[config.mk]
export PLATFORM = sky130hd
export DESIGN_NAME = gpio_port_regs
export DESIGN_NICKNAME = d
export VERILOG_FILES = /design/src/rtl/gpio_pkg.sv /design/src/rtl/gpio_sync.sv /design/src/rtl/gpio_regs.sv /design/src/rtl/gpio_rdmux.sv /design/src/rtl/gpio_port_regs.sv
export SDC_FILE = /design/constraint.sdc
export NUM_CORES = 1
export LEC_CHECK = 0
export BUFFER_PORTS_ARGS = -buffer_cell sky130_fd_sc_hd__clkbuf_2
export CAP_MARGIN = 10
export CORE_MARGIN = 4
export CORE_UTILIZATION = 52
export CTS_CLUSTER_DIAMETER = 30
export DETAILED_ROUTE_END_ITERATION = 6
export PLACE_DENSITY_LB_ADDON = 0.08
export SYNTH_ARGS = -nofsm -noshare
export SYNTH_HDL_FRONTEND = slang
export SYNTH_SLANG_ARGS = --single-unit
[constraint.sdc]
create_clock -name clk -period 2.4 [get_ports clk]
set_input_delay 0.24 -clock clk [delete_from_list [all_inputs] [get_ports clk]]
set_output_delay 0.24 -clock clk [all_outputs]
set_load 0.005 [all_outputs]
[src/rtl/gpio_pkg.sv]
package gpio_pkg;
  localparam int ADDR_W = 2;

  typedef enum logic [ADDR_W-1:0] {
    SEL_LATCH = 2'd0,
    SEL_DIR   = 2'd1,
    SEL_PULL  = 2'd2,
    SEL_NONE  = 2'd3
  } gpio_sel_e;
endpackage

[src/rtl/gpio_sync.sv]
module gpio_sync #(
  parameter int W      = 8,
  parameter int STAGES = 2
) (
  input  logic         clk,
  input  logic         rst,
  input  logic [W-1:0] async_in,
  output logic [W-1:0] sync_out
);
  logic [W-1:0] stage_q [STAGES];

  genvar s;
  generate
    for (s = 0; s < STAGES; s++) begin : g_stage
      if (s == 0) begin : g_first
        always_ff @(posedge clk) begin
          if (rst) stage_q[0] <= '0;
          else     stage_q[0] <= async_in;
        end
      end else begin : g_next
        always_ff @(posedge clk) begin
          if (rst) stage_q[s] <= '0;
          else     stage_q[s] <= stage_q[s-1];
        end
      end
    end
  endgenerate

  assign sync_out = stage_q[STAGES-1];
endmodule

[src/rtl/gpio_regs.sv]
module gpio_regs
  import gpio_pkg::*;
#(
  parameter int           W         = 8,
  parameter logic [W-1:0] HOLE_MASK = 8'h08
) (
  input  logic              clk,
  input  logic              rst,
  input  logic [ADDR_W-1:0] addr,
  input  logic              we,
  input  logic [W-1:0]      wdata,
  output logic [W-1:0]      latch_q,
  output logic [W-1:0]      dir_q,
  output logic [W-1:0]      pull_q
);
  localparam logic [W-1:0] LIVE = ~HOLE_MASK;

  gpio_sel_e sel;
  logic      wr_latch, wr_dir, wr_pull;

  always_comb begin
    sel      = gpio_sel_e'(addr);
    wr_latch = we && (sel == SEL_LATCH);
    wr_dir   = we && (sel == SEL_DIR);
    wr_pull  = we && (sel == SEL_PULL);
  end

  always_ff @(posedge clk) begin
    if (rst) begin
      latch_q <= '0;
      dir_q   <= '0;
      pull_q  <= '0;
    end else begin
      if (wr_latch) latch_q <= wdata & LIVE;
      if (wr_dir)   dir_q   <= wdata & LIVE;
      if (wr_pull)  pull_q  <= wdata & LIVE;
    end
  end
endmodule

[src/rtl/gpio_rdmux.sv]
module gpio_rdmux
  import gpio_pkg::*;
#(
  parameter int           W         = 8,
  parameter logic [W-1:0] HOLE_MASK = 8'h08
) (
  input  logic [ADDR_W-1:0] addr,
  input  logic [W-1:0]      latch_q,
  input  logic [W-1:0]      dir_q,
  input  logic [W-1:0]      pull_q,
  input  logic [W-1:0]      pin_sync,
  output logic [W-1:0]      rdata
);
  logic [W-1:0] port_view;

  genvar b;
  generate
    for (b = 0; b < W; b++) begin : g_bit
      if (HOLE_MASK[b]) begin : g_hole
        assign port_view[b] = 1'b1;
      end else begin : g_live
        assign port_view[b] = dir_q[b] ? latch_q[b] : pin_sync[b];
      end
    end
  endgenerate

  always_comb begin
    unique case (gpio_sel_e'(addr))
      SEL_LATCH: rdata = port_view;
      SEL_PULL:  rdata = pull_q | HOLE_MASK;
      default:   rdata = '1;
    endcase
  end
endmodule

[src/rtl/gpio_port_regs.sv]
module gpio_port_regs
  import gpio_pkg::*;
#(
  parameter int           W           = 8,
  parameter int           SYNC_STAGES = 2,
  parameter logic [W-1:0] HOLE_MASK   = 8'h08
) (
  input  logic              clk,
  input  logic              rst,
  input  logic [ADDR_W-1:0] bus_addr,
  input  logic              bus_we,
  input  logic [W-1:0]      bus_wdata,
  output logic [W-1:0]      bus_rdata,
  input  logic [W-1:0]      pin_in,
  output logic [W-1:0]      pin_out,
  output logic [W-1:0]      pin_oe,
  output logic [W-1:0]      pin_pu
);
  logic [W-1:0] latch_q, dir_q, pull_q, pin_sync;

  gpio_sync #(.W(W), .STAGES(SYNC_STAGES)) u_sync (
    .clk(clk), .rst(rst), .async_in(pin_in), .sync_out(pin_sync)
  );

  gpio_regs #(.W(W), .HOLE_MASK(HOLE_MASK)) u_regs (
    .clk(clk), .rst(rst), .addr(bus_addr), .we(bus_we), .wdata(bus_wdata),
    .latch_q(latch_q), .dir_q(dir_q), .pull_q(pull_q)
  );

  gpio_rdmux #(.W(W), .HOLE_MASK(HOLE_MASK)) u_rdmux (
    .addr(bus_addr), .latch_q(latch_q), .dir_q(dir_q), .pull_q(pull_q),
    .pin_sync(pin_sync), .rdata(bus_rdata)
  );

  assign pin_out = latch_q;
  assign pin_oe  = dir_q;
  assign pin_pu  = pull_q & ~dir_q;
endmodule

==> metrics.yaml, run 1 <==
synth:
  synth.top_cells.by_area: "dfxtp_1 (46%), mux2i_1 (19%), nor2b_1 (8.7%)"
  avgSynthCellArea_um2: 10.41
  synth.most_common_cell: "dfxtp_1"
  synthCells: 145
  ys_async_sr_fraction: 0
  netlist_area_mm2: 0.001509
  yosys.area.top_type_share: 0.4643
  synth_edf_count: 0
  ys.warnings.count: 0
  ys.flop_type: "dfxtp_1"
  ys_ff_latch: 35
  synth_common_cells: "dfxtp_1 (35), mux2i_1 (28), nor2b_1 (21), nand2b_1 (16), or2b_1 (12)"
  yosysTopAreaCell: "dfxtp_1"
  yosysSeqAreaShare: 0.4643
  ys_types: 15
status:
  status: "complete, no violations"
detailed_routing:
  drt_iter0_drc: 31
  via_count: 1107
  ant_nets: 0
  wl_um: 2976
  drc: 0
  via_per_inst: 5.101
  drtPass1Iterations: 4
  routedWlPerCell_um: 13.71
setup_path:
  crit_type: "input pin to output port"
  rr_worst_depth: 2
  r2r_end: "u_regs.latch_q[5]"
  worstReg2RegStart: "u_regs.latch_q[5]"
  crit_chain: "clkbuf_2 > nor2_1 > a21oi_1 > clkbuf_2"
  crit_top_cell: "clkbuf_2"
  path_buf_inv: 2
  crit_arrival_ns: 1.21
  path_max_fanout: 11
  crit_path_top_delay_cell: "nor2_1"
  cp-start-kind: "input pin"
  end_kind: "output port"
  crit_required_ns: 2.16
  reg2reg_slack_ns: 1.59
  max_stage_delay_ns: 0.49
  crit_family: "simple AND/OR/NAND/NOR gates"
final_layout:
  drive_gt1_frac: 0.2742
  antenna_cells: 0
  fin_nets: 208
  layout.cells.non_filler: 217
  area_growth_pct: 15.59
  final_util: 0.6325
pwr:
  swShare: 0.2405
  p_switching_uw: 243.7
  p_int_uw: 769.4
  combPwrFrac: 0.116
  p_seq_frac: 0.609
  vdd_drop_max_mv: 0.4683
  power_per_cell_area_mw_per_mm2: 580.8
  power.leakage_nw: 0.8239
  clock_power_share: 0.275
  power_mw: 1.013
run:
  cap_violations: 0
worst_hold_path:
  min_path_cells: 2
  holdCritPathClass: "input pin to register"
  worstHoldStart: "pin_in[6]"
  holdPathEnd: "u_sync.stage_q[0][6]"
clock_tree:
  numClockSinks: 35
  ctsHoldBuffers: 0
  clk_pin_slew_ns: 0.09
  post_cts_resized: 0
  root_buffer: "clkbuf_4"
  h-tree-depth: 2
  cts_tree: "built"
  cts_buffers: 5
  clk_latency_ns: 0.32
  post_cts_buffers: 0
  clock_path_buffers: 2
global_routing:
  grt_pass1_vias: 1057
  grt_pass1_wl_um: 4733
  groute.usage.overall: 0.1740
  antenna_found_initial: 0
  grt-ovfl-total: 0
  grt_max_degree: 43
floorplanning:
  core_mm2: 0.002758
  die_w_um: 61.87
  num_io_pins: 53
  placementRows: 19
  start_util: 0.5472
  die_height_um: 61.87
  dieArea_mm2: 0.003828
timing:
  fin_crit_ns: 1.446
  final.period_utilization: 0.6027
  setup_viol: 0
  max_clock_freq_mhz: 691.4
  hold_violations: 0
  slew_viol_final: 0
  max_slew_margin: 0.5571
  tns_ns: 0
  finClkSkew_ns: 0.0004294
  tightest_slew_ns: 0.6643
  rsz0062_at_grt: "no"
place:
  dp_cells: 211
  place.gp.congestion: 0.7382
  portBuffers: 46
  hpwl_um: 2089
## sequential cells by signal, indices dropped and copies added (netlist names)
register        cells
u_regs.pull_q       7
u_regs.dir_q        7
u_regs.latch_q      7
u_sync.stage_q     14
## metal layers
layer | up-vias | track usage | share of wire
met3 | 6 | 0.03719 | 0.071
li1 | 546 | - | -
met1 | 517 | 0.2083 | 0.44
met5 | - | 0 | 0
met2 | 38 | 0.2870 | 0.48
met4 | 0 | 0.1000 | 0.017
## worst reg2reg max path: cells and delay by family (launching register included)
| kind | cells | cell delay [ns] |
|---|---|---|
| flops | 1 | 0.37 |
| mux | 1 | 0.13 |
| simple gates | 1 | 0.24 |
## layout by cell type (no fill, tap or decap)
master    Yosys  layout
nand2b_1     16      16
nor3b_1       7       7
or2b_1       12      12
clkbuf_2      0      46
or3b_1        1       1
mux2i_1      28      28
nor2_1        1       1
nand3b_1      1       1
clkbuf_1      5       1
clkbuf_4      0       5
and3b_1       1       1
nor2b_1      21      21
dfxtp_1      35      35
conb_1        2       4
a21oi_1       7       7
## layout make-up
| class | count | area, µm² |
|---|---|---|
| Fill cell | 261 | 1013 |
| Multi-Input combinational cell | 99 | 733.2 |
| Sequential cell | 35 | 700.7 |
| Timing Repair Buffer | 46 | 230.2 |
| Clock buffer | 6 | 41.29 |
| Tap cell | 31 | 38.79 |
## through the flow
stage	area (µm²)	hold WS (ns)	setup WS (ns)
global placement	1703	0.4179	0.9103
global route	1744	0.1135	0.8136
finish	1744	0.1134	0.9536
floorplan	1516	0.3682	1.376
detailed placement	1703	0.4251	0.9155
CTS	1744	0.09880	0.9083
## how the worst max path moves through the flow
stage	start	endpoint	depth (start not counted)
2_1_floorplan	bus_addr[1]	bus_rdata[1]	3
3_3_place_gp	bus_addr[0]	bus_rdata[0]	4
3_5_place_dp	bus_addr[0]	bus_rdata[1]	4
4_1_cts	bus_addr[0]	bus_rdata[0]	4
5_1_grt	bus_addr[0]	bus_rdata[1]	4
6_report	bus_addr[0]	bus_rdata[0]	4
## power by group through the flow
stage          clock (mW)  sequential [mW]  combinational, mW
6_report            0.279            0.617              0.118
5_1_grt             0.318            0.620              0.133
4_1_cts             0.292            0.617              0.120
3_5_place_dp            0            0.631              0.119
3_3_place_gp            0            0.629              0.116
2_1_floorplan           0            0.628             0.0791
## cells by family after synthesis
kind of cell,after synthesis,share of synthesized area
AO/OA/AOI/OAI,7,0.02321
buffers and inverters,13,0.05473
flip-flops,35,0.4643
multiplexers,28,0.1857
other,2,0.004977
AND/OR/NAND/NOR,60,0.2670
Power figures use the tool's default switching activity.
==> inputs of run 2 (changes only) <==
--- a/config.mk
+++ b/config.mk
@@ -8,7 +8,7 @@
 export BUFFER_PORTS_ARGS = -buffer_cell sky130_fd_sc_hd__clkbuf_2
 export CAP_MARGIN = 10
 export CORE_MARGIN = 4
-export CORE_UTILIZATION = 52
+export CORE_UTILIZATION = 48
 export CTS_CLUSTER_DIAMETER = 30
 export DETAILED_ROUTE_END_ITERATION = 6
 export PLACE_DENSITY_LB_ADDON = 0.08
==> constraint.sdc (replaced) <==
create_clock -name clk -period 1.5 [get_ports clk]
set_input_delay 0.15 -clock clk [delete_from_list [all_inputs] [get_ports clk]]
set_output_delay 0.15 -clock clk [all_outputs]
set_load 0.005 [all_outputs]
==> run 2 against run 1 <==
Net effect: total power grew 74%; clock-buffer cell count is 2 higher; cell count grew 9.7%; wire length is 1.1% lower; flip-flop and latch count unchanged; utilization down 2.6 points; combinational power up 69%; critical endpoint is now bus_rdata[2].
==> metrics.yaml, run 2 (synthesized netlist as in run 1, its figures left out) <==
status:
  status: "complete, no violations"  # unchanged
detailed_routing:
  drt_iter0_drc: 23  # was 31
  wl_um: 2942  # was 2976 µm
  drc: 0  # unchanged
  ant_nets: 0  # unchanged
  routedWlPerCell_um: 12.36  # was 13.71 µm
  drtPass1Iterations: 4  # unchanged
  via_per_inst: 4.622  # was 5.101
  via_count: 1100  # was 1,107
global_routing:
  groute.usage.overall: 0.1632  # was 0.1740
  grt_max_degree: 16  # was 43
  grt-ovfl-total: 0  # unchanged
  grt_pass1_vias: 1136  # was 1,057
  antenna_found_initial: 0  # unchanged
  grt_pass1_wl_um: 5168  # was 4733 µm
timing:
  fin_crit_ns: 1.300
  tns_ns: 0  # unchanged
  max_clock_freq_mhz: 769.5
  final.period_utilization: 0.8664
  setup_viol: 0  # unchanged
  rsz0062_at_grt: "no"  # unchanged
  finClkSkew_ns: 0.006021  # was 0.0004294 ns
  fin_ws_ns: 0.2005  # was 0.9536 ns
  hold_violations: 0  # unchanged
  slew_viol_final: 0  # unchanged
clock_tree:
  numClockSinks: 35  # unchanged
  root_buffer: "clkbuf_4"  # unchanged
  cts_tree: "built"  # unchanged
  clk_latency_ns: 0.33  # was 0.32 ns
  post_cts_resized: 0  # unchanged
  h-tree-depth: 2  # unchanged
  clock_path_buffers: 2  # unchanged
  clk_pin_slew_ns: 0.10  # was 0.09 ns
  cts_buffers: 5  # unchanged
final_layout:
  final_common_cell: "clkbuf_2"  # unchanged
  antenna_cells: 0  # unchanged
  final_cell_mix: "clkbuf_2 (46), dfxtp_1 (35), mux2i_1 (28)"  # unchanged
  area_growth_pct: 21.64  # was 15.59%
  largest_reg_flops: 14  # unchanged
  final_util: 0.6062  # was 0.6325
  fin_nets: 214  # was 208
  regMostFlops: "u_sync.stage_q"  # unchanged
  drive_gt1_frac: 0.2990  # was 0.2742
pwr:
  clock_power_share: 0.326  # was 0.275
  combPwrFrac: 0.113  # was 0.116
  vdd_drop_max_mv: 0.5462  # was 0.4683 mV
  power_per_cell_area_mw_per_mm2: 958.8  # was 580.8 mW/mm²
  swShare: 0.2330  # was 0.2405
  power.leakage_nw: 0.8663  # was 0.8239 nW
  p_seq_frac: 0.561  # was 0.609
  p_switching_uw: 410.0  # was 243.7 µW
  power_mw: 1.760  # was 1.013 mW
  p_int_mw: 1.350  # was 769.4 µW
setup_path:
  cp-start-kind: "register"  # was input pin
  crit_arrival_ns: 1.15  # was 1.21 ns
  path_max_fanout: 4  # was 11
  crit_required_ns: 1.35  # was 2.16 ns
  crit_type: "register to output port"  # was input pin to output port
  end_kind: "output port"  # unchanged
floorplanning:
  start_util: 0.4983  # was 0.5472
  dieArea_mm2: 0.004105  # was 0.003828 mm²
  num_io_pins: 53  # unchanged
  die_w_um: 64.07  # was 61.87 µm
  die_height_um: 64.07  # was 61.87 µm
  core_mm2: 0.003028  # was 0.002758 mm²
  placementRows: 20  # was 19
place:
  place.gp.congestion: 0.7626  # was 0.7382
  hpwl_um: 2144  # was 2089 µm
  portBuffers: 46  # unchanged
  dpl_worst_slack_ns: 0.2161  # was 0.9155 ns
worst_hold_path:
  holdCritPathClass: "input pin to register"  # unchanged
run:
  cap_violations: 0  # unchanged
-- run 2: cell types whose count changed in the layout (fill, tap and decap cells not counted) --
cell	change
dlygate4sd3_1	+1
clkbuf_8	+2
buf_4	+5
-- run 2: worst paths after layout --
| kind | slack (ns) | end | start | cells after the start |
|---|---|---|---|---|
| max reg2reg | 0.71 | u_regs.latch_q[5] | u_regs.latch_q[5] | 2 |
| min | 0.02 | u_sync.stage_q[0][5] | pin_in[5] | 2 |
| max | 0.20 | bus_rdata[2] | u_regs.dir_q[2] | 3 |
| min reg2reg | 0.44 | u_sync.stage_q[1][0] | u_sync.stage_q[0][0] | 1 |
-- run 2: repair_timing --
action | 4_1_cts | 5_1_grt
endpoints found under the hold margin | 0 | 1
hold buffers | 0 | 1
setup buffers | 0 | 0
-- run 2: stage by stage --
stage,cells,hold slack (ns),cell area (µm²)
6_report,238,0.01757,1836
5_1_grt,238,0.001671,1836
4_1_cts,237,0.001234,1826
3_5_place_dp,229,0.3637,1757
3_3_place_gp,229,0.3570,1757
2_1_floorplan,147,0.2782,1516
-- run 2: layout make-up --
type | instances | area [µm²]
clock buffers | 8 | 68.82
fillers | 272 | 1192
multi-input cells | 99 | 733.2
flip-flops and latches | 35 | 700.7
well taps | 44 | 55.05
repair buffers | 52 | 277.8
-- run 2: per-layer routing --
metal	GRT usage	share of wire
met5	0	0
met4	0.05660	0.017
met3	0.06678	0.073
met2	0.2619	0.45
met1	0.1956	0.46
-- run 2: critical path: stages (launching register included) --
cell	delay (ns)
dfxtp_1	0.42
mux2i_1	0.20
a21oi_1	0.09
clkbuf_2	0.12
-- run 2: power groups by stage --
stage	clock [mW]	combinational, mW	sequential [mW]
finish	0.574	0.199	0.987
global route	0.658	0.224	0.993
CTS	0.602	0.200	0.987
detailed placement	0	0.200	1.01
global placement	0	0.196	1.01
floorplan	0	0.127	1.00
